File: config.mk
export PLATFORM = sky130hd
export DESIGN_NAME = pexc_top
export DESIGN_NICKNAME = d
export VERILOG_FILES = /design/src/rtl/pexc_pkg.sv /design/src/rtl/pexc_ctl.sv /design/src/rtl/pexc_dp.sv /design/src/rtl/pexc_top.sv
export SDC_FILE = /design/constraint.sdc
export NUM_CORES = 1
export LEC_CHECK = 0
export BUFFER_PORTS_ARGS = -buffer_cell sky130_fd_sc_hd__buf_4
export CORE_AREA = 2 2 153 155
export CTS_CLUSTER_DIAMETER = 120
export DETAILED_ROUTE_END_ITERATION = 16
export DIE_AREA = 0 0 155 157
export GPL_TIMING_DRIVEN = 0
export PLACE_DENSITY = 0.59
export SYNTH_ARGS = -nofsm -noshare
export SYNTH_HDL_FRONTEND = slang
export SYNTH_SLANG_ARGS = --single-unit
File: constraint.sdc
create_clock -name clk -period 2.12 [get_ports clk]
set_clock_uncertainty 0.05 [all_clocks]
set_input_delay 0.424 -clock clk [delete_from_list [all_inputs] [get_ports clk]]
set_output_delay 0.424 -clock clk [all_outputs]
set_load 0.1 [all_outputs]
File: src/rtl/pexc_pkg.sv
package pexc_pkg;
  localparam int PIPE_STAGES = 4;
  localparam int STG_W = $clog2(PIPE_STAGES);

  typedef enum logic [2:0] {
    ST_IDLE, ST_VECTOR, ST_HANDLER, ST_REPLAY1, ST_REPLAY2
  } ctlStateT;

  typedef enum logic [1:0] {
    SEL_NONE, SEL_HANDLER, SEL_EPC1, SEL_EPC2
  } redirSelT;

  typedef struct packed {
    logic capture;
    logic [STG_W-1:0] stage;
    logic useIrq;
    redirSelT sel;
  } ctlStrobeT;
endpackage

File: src/rtl/pexc_ctl.sv
module pexc_ctl
  import pexc_pkg::*;
#(
  parameter int NSTG = PIPE_STAGES
) (
  input  logic clk,
  input  logic rstN,
  input  logic [NSTG-1:0] stageExc,
  input  logic extIrq,
  input  logic eret,
  input  logic savedSlot,
  output logic [NSTG-1:0] squash,
  output ctlStrobeT strobe
);
  localparam int MEMI = NSTG - 1;

  ctlStateT state, stateNext;
  logic [NSTG-1:0] effExc;
  logic masked, take;
  logic [STG_W-1:0] faultIdx;

  // interrupt attaches to the instruction in the memory stage
  always_comb begin
    effExc = stageExc;
    effExc[MEMI] = stageExc[MEMI] | extIrq;
  end

  assign masked = (state == ST_VECTOR);
  assign take = !masked && (|effExc);

  // oldest (highest index) flagged stage wins
  always_comb begin
    faultIdx = '0;
    for (int i = 0; i < NSTG; i++) begin
      if (effExc[i]) faultIdx = STG_W'(i);
    end
  end

  // a stage is squashed when it or any older stage faults
  for (genvar g = 0; g < NSTG; g++) begin : gSquash
    assign squash[g] = take & (|effExc[NSTG-1:g]);
  end

  always_comb begin
    stateNext = state;
    if (take) begin
      stateNext = ST_VECTOR;
    end else begin
      unique case (state)
        ST_VECTOR:  stateNext = ST_HANDLER;
        ST_HANDLER: if (eret) stateNext = ST_REPLAY1;
        ST_REPLAY1: stateNext = savedSlot ? ST_REPLAY2 : ST_IDLE;
        ST_REPLAY2: stateNext = ST_IDLE;
        default:    stateNext = ST_IDLE;
      endcase
    end
  end

  always_ff @(posedge clk) begin
    if (!rstN) state <= ST_IDLE;
    else       state <= stateNext;
  end

  always_comb begin
    strobe.capture = take;
    strobe.stage = faultIdx;
    strobe.useIrq = extIrq & ~stageExc[MEMI];
    unique case (state)
      ST_VECTOR:  strobe.sel = SEL_HANDLER;
      ST_REPLAY1: strobe.sel = SEL_EPC1;
      ST_REPLAY2: strobe.sel = SEL_EPC2;
      default:    strobe.sel = SEL_NONE;
    endcase
  end

  AST_MEM_SQUASH_ALL: assert property (@(posedge clk) disable iff (!rstN)
    (state != ST_VECTOR && (stageExc[MEMI] || extIrq)) |-> (&squash));

  AST_SQUASH_SHAPE: assert property (@(posedge clk) disable iff (!rstN)
    (squash != '0) |-> (squash[0] && ((squash & (squash + 1'b1)) == '0)));

  AST_MASK_AFTER_TAKE: assert property (@(posedge clk) disable iff (!rstN)
    (squash != '0) |=> (squash == '0));
endmodule

File: src/rtl/pexc_dp.sv
module pexc_dp
  import pexc_pkg::*;
#(
  parameter int NSTG = PIPE_STAGES,
  parameter int XLEN = 32,
  parameter int CW = 5,
  parameter logic [XLEN-1:0] HANDLER_VEC = 32'h0000_0080,
  parameter logic [CW-1:0] IRQ_CAUSE = '1
) (
  input  logic clk,
  input  logic rstN,
  input  ctlStrobeT strobe,
  input  logic [NSTG-1:0][XLEN-1:0] stagePc,
  input  logic [NSTG-1:0][XLEN-1:0] stageTgt,
  input  logic [NSTG-1:0][CW-1:0] stageCause,
  input  logic [NSTG-1:0] stageSlot,
  output logic [XLEN-1:0] epc1,
  output logic [XLEN-1:0] epc2,
  output logic [CW-1:0] epcCause,
  output logic epcInSlot,
  output logic redirValid,
  output logic [XLEN-1:0] redirPc
);
  always_ff @(posedge clk) begin
    if (!rstN) begin
      epc1 <= '0;
      epc2 <= '0;
      epcCause <= '0;
      epcInSlot <= 1'b0;
    end else if (strobe.capture) begin
      epc1 <= stagePc[strobe.stage];
      epc2 <= stageTgt[strobe.stage];
      epcCause <= strobe.useIrq ? IRQ_CAUSE : stageCause[strobe.stage];
      epcInSlot <= stageSlot[strobe.stage];
    end
  end

  always_comb begin
    redirValid = (strobe.sel != SEL_NONE);
    unique case (strobe.sel)
      SEL_HANDLER: redirPc = HANDLER_VEC;
      SEL_EPC1:    redirPc = epc1;
      SEL_EPC2:    redirPc = epc2;
      default:     redirPc = '0;
    endcase
  end

  AST_VECTOR_NEXT: assert property (@(posedge clk) disable iff (!rstN)
    strobe.capture |=> (redirValid && redirPc == HANDLER_VEC));

  AST_HOLD_SAVED: assert property (@(posedge clk) disable iff (!rstN)
    !strobe.capture |=> ($stable(epc1) && $stable(epc2) && $stable(epcCause) && $stable(epcInSlot)));

  AST_REPLAY_ORDER: assert property (@(posedge clk) disable iff (!rstN)
    (strobe.sel == SEL_EPC2) |-> ($past(strobe.sel) == SEL_EPC1 && epcInSlot));

  AST_REPLAY_FIRST: assert property (@(posedge clk) disable iff (!rstN)
    (strobe.sel == SEL_EPC1) |-> ($past(strobe.sel) == SEL_NONE));
endmodule

File: src/rtl/pexc_top.sv
module pexc_top
  import pexc_pkg::*;
#(
  parameter int XLEN = 32,
  parameter int CW = 5,
  parameter logic [XLEN-1:0] HANDLER_VEC = 32'h0000_0080,
  parameter logic [CW-1:0] IRQ_CAUSE = '1
) (
  input  logic clk,
  input  logic rstN,
  input  logic [PIPE_STAGES-1:0] stageExc,
  input  logic [PIPE_STAGES-1:0][CW-1:0] stageCause,
  input  logic [PIPE_STAGES-1:0][XLEN-1:0] stagePc,
  input  logic [PIPE_STAGES-1:0][XLEN-1:0] stageTgt,
  input  logic [PIPE_STAGES-1:0] stageSlot,
  input  logic extIrq,
  input  logic eret,
  output logic [PIPE_STAGES-1:0] squash,
  output logic redirValid,
  output logic [XLEN-1:0] redirPc,
  output logic [XLEN-1:0] epc1,
  output logic [XLEN-1:0] epc2,
  output logic [CW-1:0] epcCause,
  output logic epcInSlot
);
  ctlStrobeT strobe;

  pexc_ctl #(.NSTG(PIPE_STAGES)) uCtl (
    .clk(clk), .rstN(rstN), .stageExc(stageExc), .extIrq(extIrq),
    .eret(eret), .savedSlot(epcInSlot), .squash(squash), .strobe(strobe)
  );

  pexc_dp #(
    .NSTG(PIPE_STAGES), .XLEN(XLEN), .CW(CW),
    .HANDLER_VEC(HANDLER_VEC), .IRQ_CAUSE(IRQ_CAUSE)
  ) uDp (
    .clk(clk), .rstN(rstN), .strobe(strobe), .stagePc(stagePc),
    .stageTgt(stageTgt), .stageCause(stageCause), .stageSlot(stageSlot),
    .epc1(epc1), .epc2(epc2), .epcCause(epcCause), .epcInSlot(epcInSlot),
    .redirValid(redirValid), .redirPc(redirPc)
  );
endmodule

* Word level (Yosys, flattened, before mapping)
Cells that the tools add are included. W data, S select, Z words.
Operators by class: order comparisons 1, equality and inequality tests 9, mux-type cells 18, bitwise logic cells 8, reduce and logical (&&, ||, !) cells 7
Operators by type and width (count):
- $bmux W32 S2 | 2
- $pmux W32 S3 | 1
- $mux W32 | 2
- $bmux W5 S2 | 1
- $mux W5 | 2
- $pmux W3 S3 | 1
- $eq A3 B2 Y1 const B | 2
- $mux W3 | 2
- $pmux W2 S3 | 1
- $and A1 B1 Y1 | 5
- $eq A2 B2 Y1 const B | 2
- $mux W2 | 2
- $reduce_or A2 Y1 | 2
- $reduce_or A4 Y1 | 1
- $eq A3 B1 Y1 const B | 1
- $eq A3 B3 Y1 const B | 1
- $lt A2 B3 Y1 const B | 1
- $mux W1 | 3
- $ne A3 B2 Y1 const B | 1
- $reduce_or A3 Y1 | 1
- $bmux W1 S2 | 1
- $eq A2 B1 Y1 const B | 1
- $ne A2 B2 Y1 const B | 1
- $not A1 Y1 | 2
- other kinds (4) | 4
Storage, ports and cells: bits in registers 73, bits of input ports 288, output and inout port bits 107, logic and storage cells 49

* Longest topological paths before layout
Gate-level depths: netlist of the first run.
word-level depth 6, depth in mapped cells 7, gate-level depth less buffers 4

* Modules after synthesis
Synthesis of the first run repeated with hierarchy kept, for this count alone.
Unflattened totals: cell total of the unflattened synthesis 511, area total of the unflattened synthesis 5102.4 µm²
By module, submodules not included:
- pexc_dp | instances 1, cells each 478, area each 4860.9 µm², sequential area each 1401.3 µm²
- pexc_ctl | instances 1, cells each 33, area each 241.5 µm², sequential area each 60.1 µm²

* Worst setup path after synthesis of the first run
Ideal clock, no wire load.
kind input-to-output, start input port stageExc[2], end output port squash[2], arrival time 2144 ps, data required time 1646 ps, path slack -498 ps, stages on the path 3, buffers on the path 1, cells stage by stage buf_2 > inv_1 > a21oi_1
On the way: cells in the longest elaborated chain, start to end 3, elaborated cells between the ends (all ways) 4, those cells by class 1 x bitwise; 3 x reduce/logical
Ends and longest elaborated chain:
- from (decl) | RTL line pexc_top.sv:11 | input logic [PIPE_STAGES-1:0] stageExc,
- $reduce_or A4 Y1 | RTL line pexc_ctl.sv:29 | assign take = !masked && (|effExc);
- $logic_and A1 B1 Y1 | RTL line pexc_ctl.sv:29
- $and A1 B1 Y1 * | RTL line pexc_ctl.sv:41 | assign squash[g] = take & (|effExc[NSTG-1:g]);
- to (decl) | RTL line pexc_top.sv:18 | output logic [PIPE_STAGES-1:0] squash,
Every way passes the cells marked *; elsewhere a longest branch is shown, timed or not.

* Worst setup path in the final report of the first run
start register uCtl.state[0], end output port redirPc[26]
On the way: cells in the longest elaborated chain, start to end 4, elaborated cells between the ends (all ways) 8, those cells by class 6 x eq/ne; 2 x mux
Ends and longest elaborated chain:
- from (decl) | RTL line pexc_ctl.sv:17 | ctlStateT state, stateNext;
- from (signal assigned) | RTL line pexc_ctl.sv:61 | else state <= stateNext;
- $eq A3 B3 Y1, or another cell as far along | RTL line pexc_ctl.sv:68 | unique case (state)
- $pmux W2 S3 * | RTL line pexc_ctl.sv:68
- $eq A2 B2 Y1 or $eq A2 B1 Y1 (tied branches) | RTL line pexc_dp.sv:40 | unique case (strobe.sel)
- $pmux W32 S3 * | RTL line pexc_dp.sv:40
- to (decl) | RTL line pexc_top.sv:20 | output logic [XLEN-1:0] redirPc,
Marks and branches as above.

==> metrics.md, run 1 <==
| Metric | Value |
|---|---|
| Critical path startpoint | `uCtl.state[0]` |
| Sum of internal, switching and leakage power | `6.28 mW` |
| Critical path class | `reg2out` |
| Port bufs | `392` |
| RSZ-0062 raised after global routing | `yes` |
| Detailed Place HPWL | `22.6 mm` |
| Total count of max-transition violations in the final report | `0` |
| Initial Utilization | `0.221` |
| Largest fanout of any net on the critical path | `7` |
| First-pass detailed-route iteration total | `5` |
| Share of cells above drive strength 1 | `0.493` |
| Fillers | `2302` |
| Violated checks | `negative setup slack` |
| Area contributors post-synth | `sky130_fd_sc_hd__dfxtp_1 (29%), sky130_fd_sc_hd__mux2i_1 (14%), sky130_fd_sc_hd__o21ai_0 (10%)` |
| Largest delay contributor family on the critical path | `simple AND/OR/NAND/NOR gates` |
| Cell-by-cell trace of the critical path | `nor2b_4 > and2_4 > clkbuf_16 > a22o_4 > buf_12` |
| Routed wire length | `28.4 mm` |
| Number of cells after detailed placement | `1307` |
| Final setup violating endpoints | `1` |
| Number of CTS-inserted buffers | `9` |
| Final weighted congestion in routability-driven placement | `0.839` |
| Type of the tightest min-delay check | `in2reg` |
| Max Fclk | `0.472 GHz` |
| Number of nets produced by synthesis | `918` |
| Final critical delay including setup and external delays | `2.12 ns` |
| Startpoint Class | `register` |
| Antenna violations before repair | `2` |
| CP required | `1.65 ns` |
| Routed wire length per instance | `21.3 um` |
| Leading post-synthesis cells by instance count | `sky130_fd_sc_hd__o21ai_0 (104), sky130_fd_sc_hd__a21oi_1 (73), sky130_fd_sc_hd__dfxtp_1 (73), sky130_fd_sc_hd__nand2_1 (70), sky130_fd_sc_hd__mux2i_1 (69)` |
| Final ANT Viol Nets | `0` |
| Number of enable-type register cells in the synthesized netlist | `0` |
| Number of cells produced by synthesis | `630` |
| Portion of the post-synthesis area used by sequential elements | `0.293` |
| Number of violations of the max-capacitance limit | `0` |
| Vertical die dimension | `157 um` |
| Num rows | `55` |
| Vias | `6618` |
| Clock Tree Root | `sky130_fd_sc_hd__clkbuf_16` |
| Hold wc startpoint | `stageTgt[107]` |
| Core occupancy in the finished layout | `0.418` |
| Slowest cell on the critical path | `sky130_fd_sc_hd__dfxtp_4` |
| Largest net degree at the start of global routing | `13` |
| Peak per-stage delay on the critical path | `0.38 ns` |
| Die outline width | `155 um` |
| Synthesis-to-finish area growth | `89.0%` |
| Setup slack at placement | `-0.455 ns` |
| Fraction of post-synthesis cell area in the top cell type by area | `0.293` |
| Placement-stage cell area | `8330 um2` |
| Synth warn | `0` |
| Top FF cell, synth | `sky130_fd_sc_hd__dfxtp_1` |
| Final Hold Violating Endpoints | `0` |
| Die ar. | `24300 um2` |
| Clk buf depth | `2` |
| Total leakage power | `4.36 nW` |
| I/O Pins | `395` |
| Post-route non-filler standard cell count | `1333` |
| Worst hold-check slack | `0.346 ns` |
| TritonCTS Sinks | `73` |
| Post-layout nets | `1331` |
| H-Tree Level Count | `3` |
| Share of the clock period used by the worst path | `1.00` |
| Arrival time worst endpoint | `1.65 ns` |
| Transition at the pin with the smallest max-transition slack | `0.567 ns` |
| Maximum resistive drop on vdd | `0.287 mV` |
| Minimum setup slack in the final design | `-0.000341 ns` |
| Total grt overflow | `0` |
| Initial DRC count | `431` |
| Summed area of non-filler cells in the final layout | `9410 um2` |
| Wire length of the first global-routing pass | `40.3 mm` |
| TritonCTS clock tree | `yes` |
| Unique cell type count in the Yosys netlist | `37` |
| Clock-pin slew on the worst setup and hold paths | `0.06 ns` |
| Combined buffer and inverter count along the critical path | `2` |
| Mean area per synthesized cell | `7.90 um2` |
| Antenna diodes | `0` |
| Via-per-instance ratio | `4.96` |
| Clk_lat worst skew | `0.34 ns` |
| Largest area contributor in the netlist | `sky130_fd_sc_hd__dfxtp_1` |
| # DRC | `0` |
| Pwr dens | `667 nW/um2` |
| Combined area of all synthesized cells | `4980 um2` |
| Outcome | `finished, violations left` |
| Relative max-transition margin | `0.622` |
| Nature of the critical path endpoint | `output port` |
| Total routing resource utilization after global routing | `0.223` |
| Via count of the first global-routing pass | `6553` |
| Critical register-to-register path startpoint | `uCtl.state[0]` |
| Post-synthesis async set-or-reset flop share | `0` |
| Final-layout setup total negative slack | `-0.000341 ns` |
| Register bit count reported by yosys | `73` |
| Floorplan Core Area | `22500 um2` |
| Most frequent cell after synthesis | `sky130_fd_sc_hd__o21ai_0` |
-- placed cells by master (no fill, tap or decap), types with 14 or more instances in the layout --
master                     count
sky130_fd_sc_hd__o21ai_1      26
sky130_fd_sc_hd__nand2_1      70
sky130_fd_sc_hd__buf_2        14
sky130_fd_sc_hd__o21ai_0     104
sky130_fd_sc_hd__buf_4       372
sky130_fd_sc_hd__a21oi_1      72
sky130_fd_sc_hd__o211ai_1     65
sky130_fd_sc_hd__a22o_4       14
sky130_fd_sc_hd__clkbuf_1     25
sky130_fd_sc_hd__dfxtp_1      70
sky130_fd_sc_hd__a22o_2       18
sky130_fd_sc_hd__mux2i_1      69
sky130_fd_sc_hd__buf_12       36
-- area by class of cell --
type                       count  area, um2  share of cell area
timing repair buffer         404       3490               0.371
multi-input combinational    486       3280               0.348
sequential                    73       1470               0.156
buffer                        66        474              0.0504
tap                          285        357              0.0379
clock buffer                  11        253              0.0269
clock inverter                 5       77.6             0.00824
inverter                       3       11.3             0.00120
-- worst paths after layout --
check / slack (ns) / cells after the start / to
setup / recovery: -0.0003 / 5 / redirPc[26]
hold reg to reg: 0.43 / 2 / uDp.epcCause[1]
setup reg to reg: 0.20 / 7 / uDp.epc2[26]
hold / removal: 0.35 / 3 / uDp.epc2[11]
-- cells by family after synthesis --
logic type | after synthesis | synth area share
compound gates | 308 | 0.377
simple gates | 108 | 0.106
flops | 73 | 0.293
buf+inv | 71 | 0.0832
mux | 70 | 0.141
-- power by group --
| part | leakage (nW) | internal, mW | total [mW] | switching [mW] |
|---|---|---|---|---|
| Clock | 0.162 | 1.09 | 1.72 | 0.631 |
| Combinational | 3.59 | 0.912 | 2.82 | 1.91 |
| Sequential | 0.611 | 1.52 | 1.73 | 0.210 |
-- per-layer routing --
metal	routed length, um	GRT usage	up-vias	share of wire
li1	-	-	3165	-
met1	11600	0.273	3138	0.41
met2	14500	0.400	295	0.51
met3	1840	0.0432	20	0.065
met4	422	0.0595	0	0.015
met5	0	0	-	0
-- timing repair --
item / in CTS / in global routing
cloned: 1 / 2
setup endpoints to repair: 36 / 35
pin swaps: 2 / 3
buffers inserted: 7 / 3
hold buffers: 0 / 0
gates resized for setup: 127 / 30
-- worst min-delay path: stages --
cell and delay, ns:
sky130_fd_sc_hd__buf_4 0.07, sky130_fd_sc_hd__o21ai_0 0.07, sky130_fd_sc_hd__a21oi_1 0.13
-- sequential cells by signal, summed over array words and instances (netlist names) --
| register | cells |
|---|---|
| uDp.epc2 | 32 |
| uDp.epcCause | 5 |
| uDp.epc1 | 32 |
| uDp.epcInSlot | 1 |
| uCtl.state | 3 |
(Power assumes the default switching activity.)
==> inputs of run 2 (changes only) <==
--- a/config.mk
+++ b/config.mk
@@ -5,13 +5,14 @@
 export SDC_FILE = /design/constraint.sdc
 export NUM_CORES = 1
 export LEC_CHECK = 0
+export ABC_CLOCK_PERIOD_IN_PS = 2200
 export BUFFER_PORTS_ARGS = -buffer_cell sky130_fd_sc_hd__buf_4
 export CORE_AREA = 2 2 153 155
 export CTS_CLUSTER_DIAMETER = 120
 export DETAILED_ROUTE_END_ITERATION = 16
 export DIE_AREA = 0 0 155 157
 export GPL_TIMING_DRIVEN = 0
-export PLACE_DENSITY = 0.59
+export PLACE_DENSITY = 0.6
 export SYNTH_ARGS = -nofsm -noshare
 export SYNTH_HDL_FRONTEND = slang
 export SYNTH_SLANG_ARGS = --single-unit
==> constraint.sdc (replaced) <==
create_clock -name clk -period 2.2 [get_ports clk]
set_clock_uncertainty 0.05 [all_clocks]
set_input_delay 0.44 -clock clk [delete_from_list [all_inputs] [get_ports clk]]
set_output_delay 0.44 -clock clk [all_outputs]
set_load 0.1 [all_outputs]
==> run 2 against run 1 <==
  * The run now ends clean
  * Via count is 2.2% lower
  * Total power is 1.6% lower
  * Count of clock-buffer cells in the layout is 1 higher
  * Sequential cell count stayed put
  * Final cell count is 0.15% lower
  * Worst hold slack better by 0.019 ns
  * Sequential power is 3% lower
  * Largest power group unchanged
  * Core utilization is 0.25 points lower
==> metrics.md, run 2 (synthesis gave the netlist of run 1 again) <==
| Metric | Value |
|---|---|
| Reg-to-reg slack, setup | `0.29 ns (+0.09 ns)` |
| Detailed Place HPWL | `22.6 mm (-0.29%)` |
| Minimum setup slack in the final design | `0.0391 ns (+0.0394 ns)` |
| Routed wire length per instance | `21.0 um (-1.5%)` |
| Type of the tightest min-delay check | `in2reg` |
| Critical path class | `reg2out` |
| Maximum resistive drop on vdd | `0.333 mV (+16%)` |
| Final-layout setup total negative slack | `0 ns (+0.000341 ns)` |
| TritonCTS clock tree | `yes` |
| Relative max-transition margin | `0.594 (-0.0279)` |
| Most common cell type on the critical path | `sky130_fd_sc_hd__buf_12` |
| Peak per-stage delay on the critical path | `0.36 ns (-0.02 ns)` |
| Initial DRC count | `393 (-8.8%)` |
| Max Fclk | `0.463 GHz` |
| Total leakage power | `4.32 nW (-0.97%)` |
| Antenna violations before repair | `2 (unchanged)` |
| First-pass detailed-route iteration total | `5 (unchanged)` |
| Sum of internal, switching and leakage power | `6.18 mW (-1.6%)` |
| Commonest non-fill, non-tap cell in the layout | `sky130_fd_sc_hd__buf_4` |
| CP required | `1.71 ns (+0.06 ns)` |
| Startpoint Class | `register` |
| Clock Tree Root | `sky130_fd_sc_hd__clkbuf_16` |
| Via count of the first global-routing pass | `6552 (-0.015%)` |
| Arrival time worst endpoint | `1.67 ns (+0.02 ns)` |
| Critical register-to-register path startpoint | `uCtl.state[1]` |
| Pwr dens | `660 nW/um2 (-0.99%)` |
| Post-route non-filler standard cell count | `1331 (-0.15%)` |
| Biggest registers after layout | `uDp.epc1: 32 flops, uDp.epc2: 32 flops, uDp.epcCause: 5 flops` |
| Die outline width | `155 um (unchanged)` |
| Final weighted congestion in routability-driven placement | `0.839 (about the same)` |
| Routed wire length | `28.0 mm (-1.6%)` |
| Share of the clock period used by the worst path | `0.982` |
| Cell-by-cell trace of the critical path | `buf_12 > nor3_4 > buf_6 > buf_8 > a22o_2 > buf_12` |
| Via-per-instance ratio | `4.86 (-2.0%)` |
| Largest fanout of any net on the critical path | `10 (+3)` |
| Number of cells after detailed placement | `1307 (unchanged)` |
| Final setup violating endpoints | `0 (-1)` |
| Die ar. | `24300 um2 (unchanged)` |
| Total routing resource utilization after global routing | `0.221 (-0.00239)` |
| Wire length of the first global-routing pass | `39.9 mm (-0.89%)` |
| Commonest cells after routing, fill and taps aside | `sky130_fd_sc_hd__buf_4 (369), sky130_fd_sc_hd__o21ai_0 (104), sky130_fd_sc_hd__a21oi_1 (72)` |
| Total count of max-transition violations in the final report | `0 (unchanged)` |
| H-Tree Level Count | `3 (unchanged)` |
| TritonCTS Sinks | `73 (unchanged)` |
| Nature of the critical path endpoint | `output port` |
| Post-layout nets | `1328 (-0.23%)` |
| Hold buffer count at cts | `0 (unchanged)` |
| Vertical die dimension | `157 um (unchanged)` |
| Final ANT Viol Nets | `0 (unchanged)` |
| Total grt overflow | `0 (unchanged)` |
| Number of violations of the max-capacitance limit | `0 (unchanged)` |
| Number of CTS-inserted buffers | `9 (unchanged)` |
| # DRC | `0 (unchanged)` |
| Hold wc startpoint | `stagePc[126]` |
| Clk buf depth | `2 (unchanged)` |
| Num rows | `55 (unchanged)` |
| Final critical delay including setup and external delays | `2.16 ns` |
| Final Hold Violating Endpoints | `0 (unchanged)` |
| Outcome | `finished, final reports clean` |
| Floorplan Core Area | `22500 um2 (unchanged)` |
| I/O Pins | `395 (unchanged)` |
| Initial Utilization | `0.221 (unchanged)` |
| Clock-pin slew on the worst setup and hold paths | `0.06 ns (about the same)` |
| Setup slack at placement | `-0.306 ns (+0.148 ns)` |
| Slowest cell on the critical path | `sky130_fd_sc_hd__dfxtp_4` |
| Largest net degree at the start of global routing | `13 (unchanged)` |
| Critical path startpoint | `uCtl.state[0]` |
| Clk_lat worst skew | `0.34 ns (about the same)` |
| Synthesis-to-finish area growth | `87.9%` |
| RSZ-0062 raised after global routing | `yes` |
| Share of cells above drive strength 1 | `0.492 (-0.00145)` |
| Port bufs | `392 (unchanged)` |
| Vias | `6473 (-2.2%)` |
| Transition at the pin with the smallest max-transition slack | `0.609 ns (+0.0419 ns)` |
[run 2: critical path: cells and delay by family, from the launching register on]
| family | cells | cell delay [ns] |
|---|---|---|
| buffers and inverters | 4 | 0.60 |
| flip-flops | 1 | 0.36 |
| AO/OA/AOI/OAI | 1 | 0.19 |
| AND/OR/NAND/NOR | 1 | 0.17 |
[run 2: routing by layer]
metal	global-route usage	routed length, um	up-vias	share of wire
met2	0.399	14300	264	0.51
met3	0.0358	1490	15	0.053
met4	0.0467	293	0	0.010
met1	0.276	11900	3033	0.43
li1	-	-	3161	-
met5	0	0	-	0
[run 2: final timing paths]
check	end	depth (start not counted)
worst max-delay path	redirPc[0]	6
worst min-delay path	uDp.epc1[30]	3
worst max register to register	uDp.epc2[25]	7
worst min register to register	uDp.epcCause[4]	2
[run 2: cell type report]
cell class              instances  area, um2
multi-input cells             486       3240
clock buffers                  12        267
plain buffers                  67        483
fillers                      2349      13100
repair buffers                400       3430
clock inverters                 4       97.6
well taps                     285        357
diodes                          1       2.50
inverters                       3       11.3
flip-flops and latches         73       1470
[run 2: where the power goes]
| group | switching (mW) | internal (mW) | leakage [nW] |
|---|---|---|---|
| Sequential | 0.199 | 1.47 | 0.610 |
| Clock | 0.601 | 1.20 | 0.175 |
| Combinational | 1.83 | 0.873 | 3.54 |
| Total | 2.63 | 3.54 | 4.32 |
[run 2: what timing repair did]
item	in CTS	in global routing
pin swaps	2	0
resized for setup	134	12
setup endpoints to repair	36	33
gates cloned	1	0
buffers inserted	7	0
[run 2: through the flow]
stage	util	cell area, um2	hold slack (ns)
final	0.416	9360	0.365
after global routing	0.416	9350	0.353
after CTS	0.413	9300	0.345
after detailed placement	0.370	8330	0.423
after global placement	0.370	8330	0.420
after floorplan	-	5030	0.527
==> inputs of run 3 (changes only) <==
--- a/config.mk
+++ b/config.mk
@@ -6,12 +6,13 @@
 export NUM_CORES = 1
 export LEC_CHECK = 0
 export ABC_CLOCK_PERIOD_IN_PS = 2200
-export BUFFER_PORTS_ARGS = -buffer_cell sky130_fd_sc_hd__buf_4
+export BUFFER_PORTS_ARGS = -buffer_cell sky130_fd_sc_hd__buf_2
+export CAP_MARGIN = 20
 export CORE_AREA = 2 2 153 155
 export CTS_CLUSTER_DIAMETER = 120
 export DETAILED_ROUTE_END_ITERATION = 16
 export DIE_AREA = 0 0 155 157
-export GPL_TIMING_DRIVEN = 0
+export GPL_TIMING_DRIVEN = 1
 export PLACE_DENSITY = 0.6
 export SYNTH_ARGS = -nofsm -noshare
 export SYNTH_HDL_FRONTEND = slang
==> run 3 against run 2 <==
  * Via count fell by 5.8%
  * Wire length fell by 19%
  * Total power fell by 6.8%
  * Count of clock-buffer cells in the layout fell by 2
  * Combinational power fell by 13%
==> metrics.md, run 3 (synthesis gave the netlist of run 1 again) <==
| Metric | Value |
|---|---|
| TritonCTS Sinks | `73 (unchanged)` |
| Transition at the pin with the smallest max-transition slack | `0.581 ns (-0.0277 ns)` |
| Proportion of power drawn by the clock network | `0.299 (+0.007)` |
| Total routing resource utilization after global routing | `0.172 (-0.0486)` |
| Total count of max-transition violations in the final report | `0 (unchanged)` |
| Num rows | `55 (unchanged)` |
| Final critical delay including setup and external delays | `2.16 ns (-0.000999 ns)` |
| Final ANT Viol Nets | `0 (unchanged)` |
| Fraction of power consumed by combinational cells | `0.411 (-0.027)` |
| Core occupancy in the finished layout | `0.365 (-0.0509)` |
| H-Tree Level Count | `3 (unchanged)` |
| Initial Utilization | `0.221 (unchanged)` |
| Synthesis-to-finish area growth | `64.9%` |
| Pwr dens | `701 nW/um2 (+6.2%)` |
| Routed wire length | `22.8 mm (-19%)` |
| Final weighted congestion in routability-driven placement | `0.837 (-0.31%)` |
| TritonCTS clock tree | `yes` |
| Port bufs | `394 (+0.51%)` |
| Clk buf depth | `2 (unchanged)` |
| Die ar. | `24300 um2 (unchanged)` |
| Routed wire length per instance | `17.8 um (-15%)` |
| Internal power | `3.22 mW (-9.1%)` |
| Post-layout nets | `1279 (-3.7%)` |
| Biggest registers after layout | `uDp.epc1: 32 flops, uDp.epc2: 32 flops, uDp.epcCause: 5 flops` |
| Via-per-instance ratio | `4.76 (-2.0%)` |
| Final Hold Violating Endpoints | `0 (unchanged)` |
| Via count of the first global-routing pass | `5394 (-18%)` |
| Critical path class | `reg2out` |
| Detailed Place HPWL | `18.3 mm (-19%)` |
| I/O Pins | `395 (unchanged)` |
| Clk_lat worst skew | `0.33 ns (about the same)` |
| Relative max-transition margin | `0.613 (+0.0185)` |
| CP required | `1.71 ns (about the same)` |
| Arrival time worst endpoint | `1.67 ns (about the same)` |
| Vias | `6098 (-5.8%)` |
| Switching component of the power | `2.53 mW (-3.8%)` |
| Share of cells above drive strength 1 | `0.492 (+0.000596)` |
| Type of the tightest min-delay check | `in2reg` |
| Final-layout setup total negative slack | `0 ns (unchanged)` |
| Number of violations of the max-capacitance limit | `0 (unchanged)` |
| Number of CTS-inserted buffers | `9 (unchanged)` |
| Final setup violating endpoints | `0 (unchanged)` |
| Antenna violations before repair | `0 (-2)` |
| Antenna diodes | `0 (-1)` |
| Vertical die dimension | `157 um (unchanged)` |
| Outcome | `finished, final reports clean` |
| Fillers | `2357 (+0.34%)` |
| Clock Tree Root | `sky130_fd_sc_hd__clkbuf_16` |
| Startpoint Class | `register` |
| Flop pwr share | `0.289 (+0.019)` |
| Total grt overflow | `0 (unchanged)` |
| Floorplan Core Area | `22500 um2 (unchanged)` |
| Wire length of the first global-routing pass | `31.7 mm (-21%)` |
| Switching fraction of total power | `0.440 (+0.0138)` |
| RSZ-0062 raised after global routing | `yes` |
| Maximum resistive drop on vdd | `0.337 mV (+1.3%)` |
| Largest fanout of any net on the critical path | `9 (-1)` |
| Total leakage power | `3.88 nW (-10%)` |
| Hold buffer count at cts | `0 (unchanged)` |
| Clock-pin slew on the worst setup and hold paths | `0.06 ns (about the same)` |
| Largest net degree at the start of global routing | `77 (+64)` |
| Die outline width | `155 um (unchanged)` |
| Commonest cells after routing, fill and taps aside | `sky130_fd_sc_hd__buf_2 (356), sky130_fd_sc_hd__o21ai_0 (104), sky130_fd_sc_hd__a21oi_1 (72)` |
| Commonest non-fill, non-tap cell in the layout | `sky130_fd_sc_hd__buf_2` |
| Share of the clock period used by the worst path | `0.982 (about the same)` |
| Max Fclk | `0.463 GHz (about the same)` |
| First-pass detailed-route iteration total | `5 (unchanged)` |
| Initial DRC count | `349 (-11%)` |
| # DRC | `0 (unchanged)` |
| Nature of the critical path endpoint | `output port` |
==> run 3: final timing paths <==
check             slack [ns]               to            start  cells past startpoint
setup reg to reg        0.48     uDp.epc1[21]    uCtl.state[0]                      5
hold reg to reg         0.44  uDp.epcCause[3]  uDp.epcCause[3]                      2
hold / removal          0.37     uDp.epc2[25]    stageTgt[121]                      3
setup / recovery        0.04      redirPc[16]    uCtl.state[2]                      6
==> run 3: layout make-up <==
type | instances | area, um2 | area share
timing repair buffer | 418 | 2860 | 0.348
multi-input combinational | 486 | 3180 | 0.387
clock buffer | 10 | 239 | 0.0291
tap | 285 | 357 | 0.0434
clock inverter | 5 | 104 | 0.0126
inverter | 3 | 11.3 | 0.00137
sequential | 73 | 1470 | 0.179
==> run 3: metal layers <==
metal  vias to the layer above  global-route usage  part of all wire
li1                       3075                   -                 -
met1                      2752               0.222              0.44
met2                       253               0.300              0.49
met3                        18              0.0284             0.058
met4                         0              0.0423             0.013
met5                         -                   0                 0
==> run 3: power by group through the flow <==
stage | clock (mW) | combinational (mW) | sequential, mW
3_3_place_gp | 0 | 2.35 | 1.71
4_1_cts | 1.78 | 2.38 | 1.67
5_1_grt | 1.83 | 2.49 | 1.69
2_1_floorplan | 0 | 0.742 | 2.61
3_5_place_dp | 0 | 2.37 | 1.70
6_report | 1.72 | 2.37 | 1.66
==> run 3: stage by stage <==
step | std cells | total power [mW] | setup slack, ns | instance area, um2 | hold slack [ns]
after CTS | 1277 | 5.84 | 0.00610 | 8130 | 0.348
after detailed placement | 1262 | 4.07 | 0.195 | 7760 | 0.427
after floorplan | 630 | 3.35 | 0.104 | 5030 | 0.527
final | 1280 | 5.76 | 0.0401 | 8210 | 0.366
after global placement | 1262 | 4.06 | 0.247 | 7760 | 0.416
after global routing | 1280 | 6.01 | -0.0209 | 8210 | 0.373
==> run 3: repair_timing <==
action | in CTS | in global routing
endpoints found under the setup margin | 31 | 32
resized for setup | 11 | 9
setup buffers | 0 | 1
cloned | 0 | 2
pin swaps | 0 | 1
==> run 3: worst max-delay path: stages, from the launching register on <==
cell	delay, ns
sky130_fd_sc_hd__dfxtp_4	0.38
sky130_fd_sc_hd__inv_2	0.06
sky130_fd_sc_hd__nor3_4	0.23
sky130_fd_sc_hd__buf_12	0.16
sky130_fd_sc_hd__clkbuf_16	0.15
sky130_fd_sc_hd__a22o_2	0.17
sky130_fd_sc_hd__buf_12	0.17
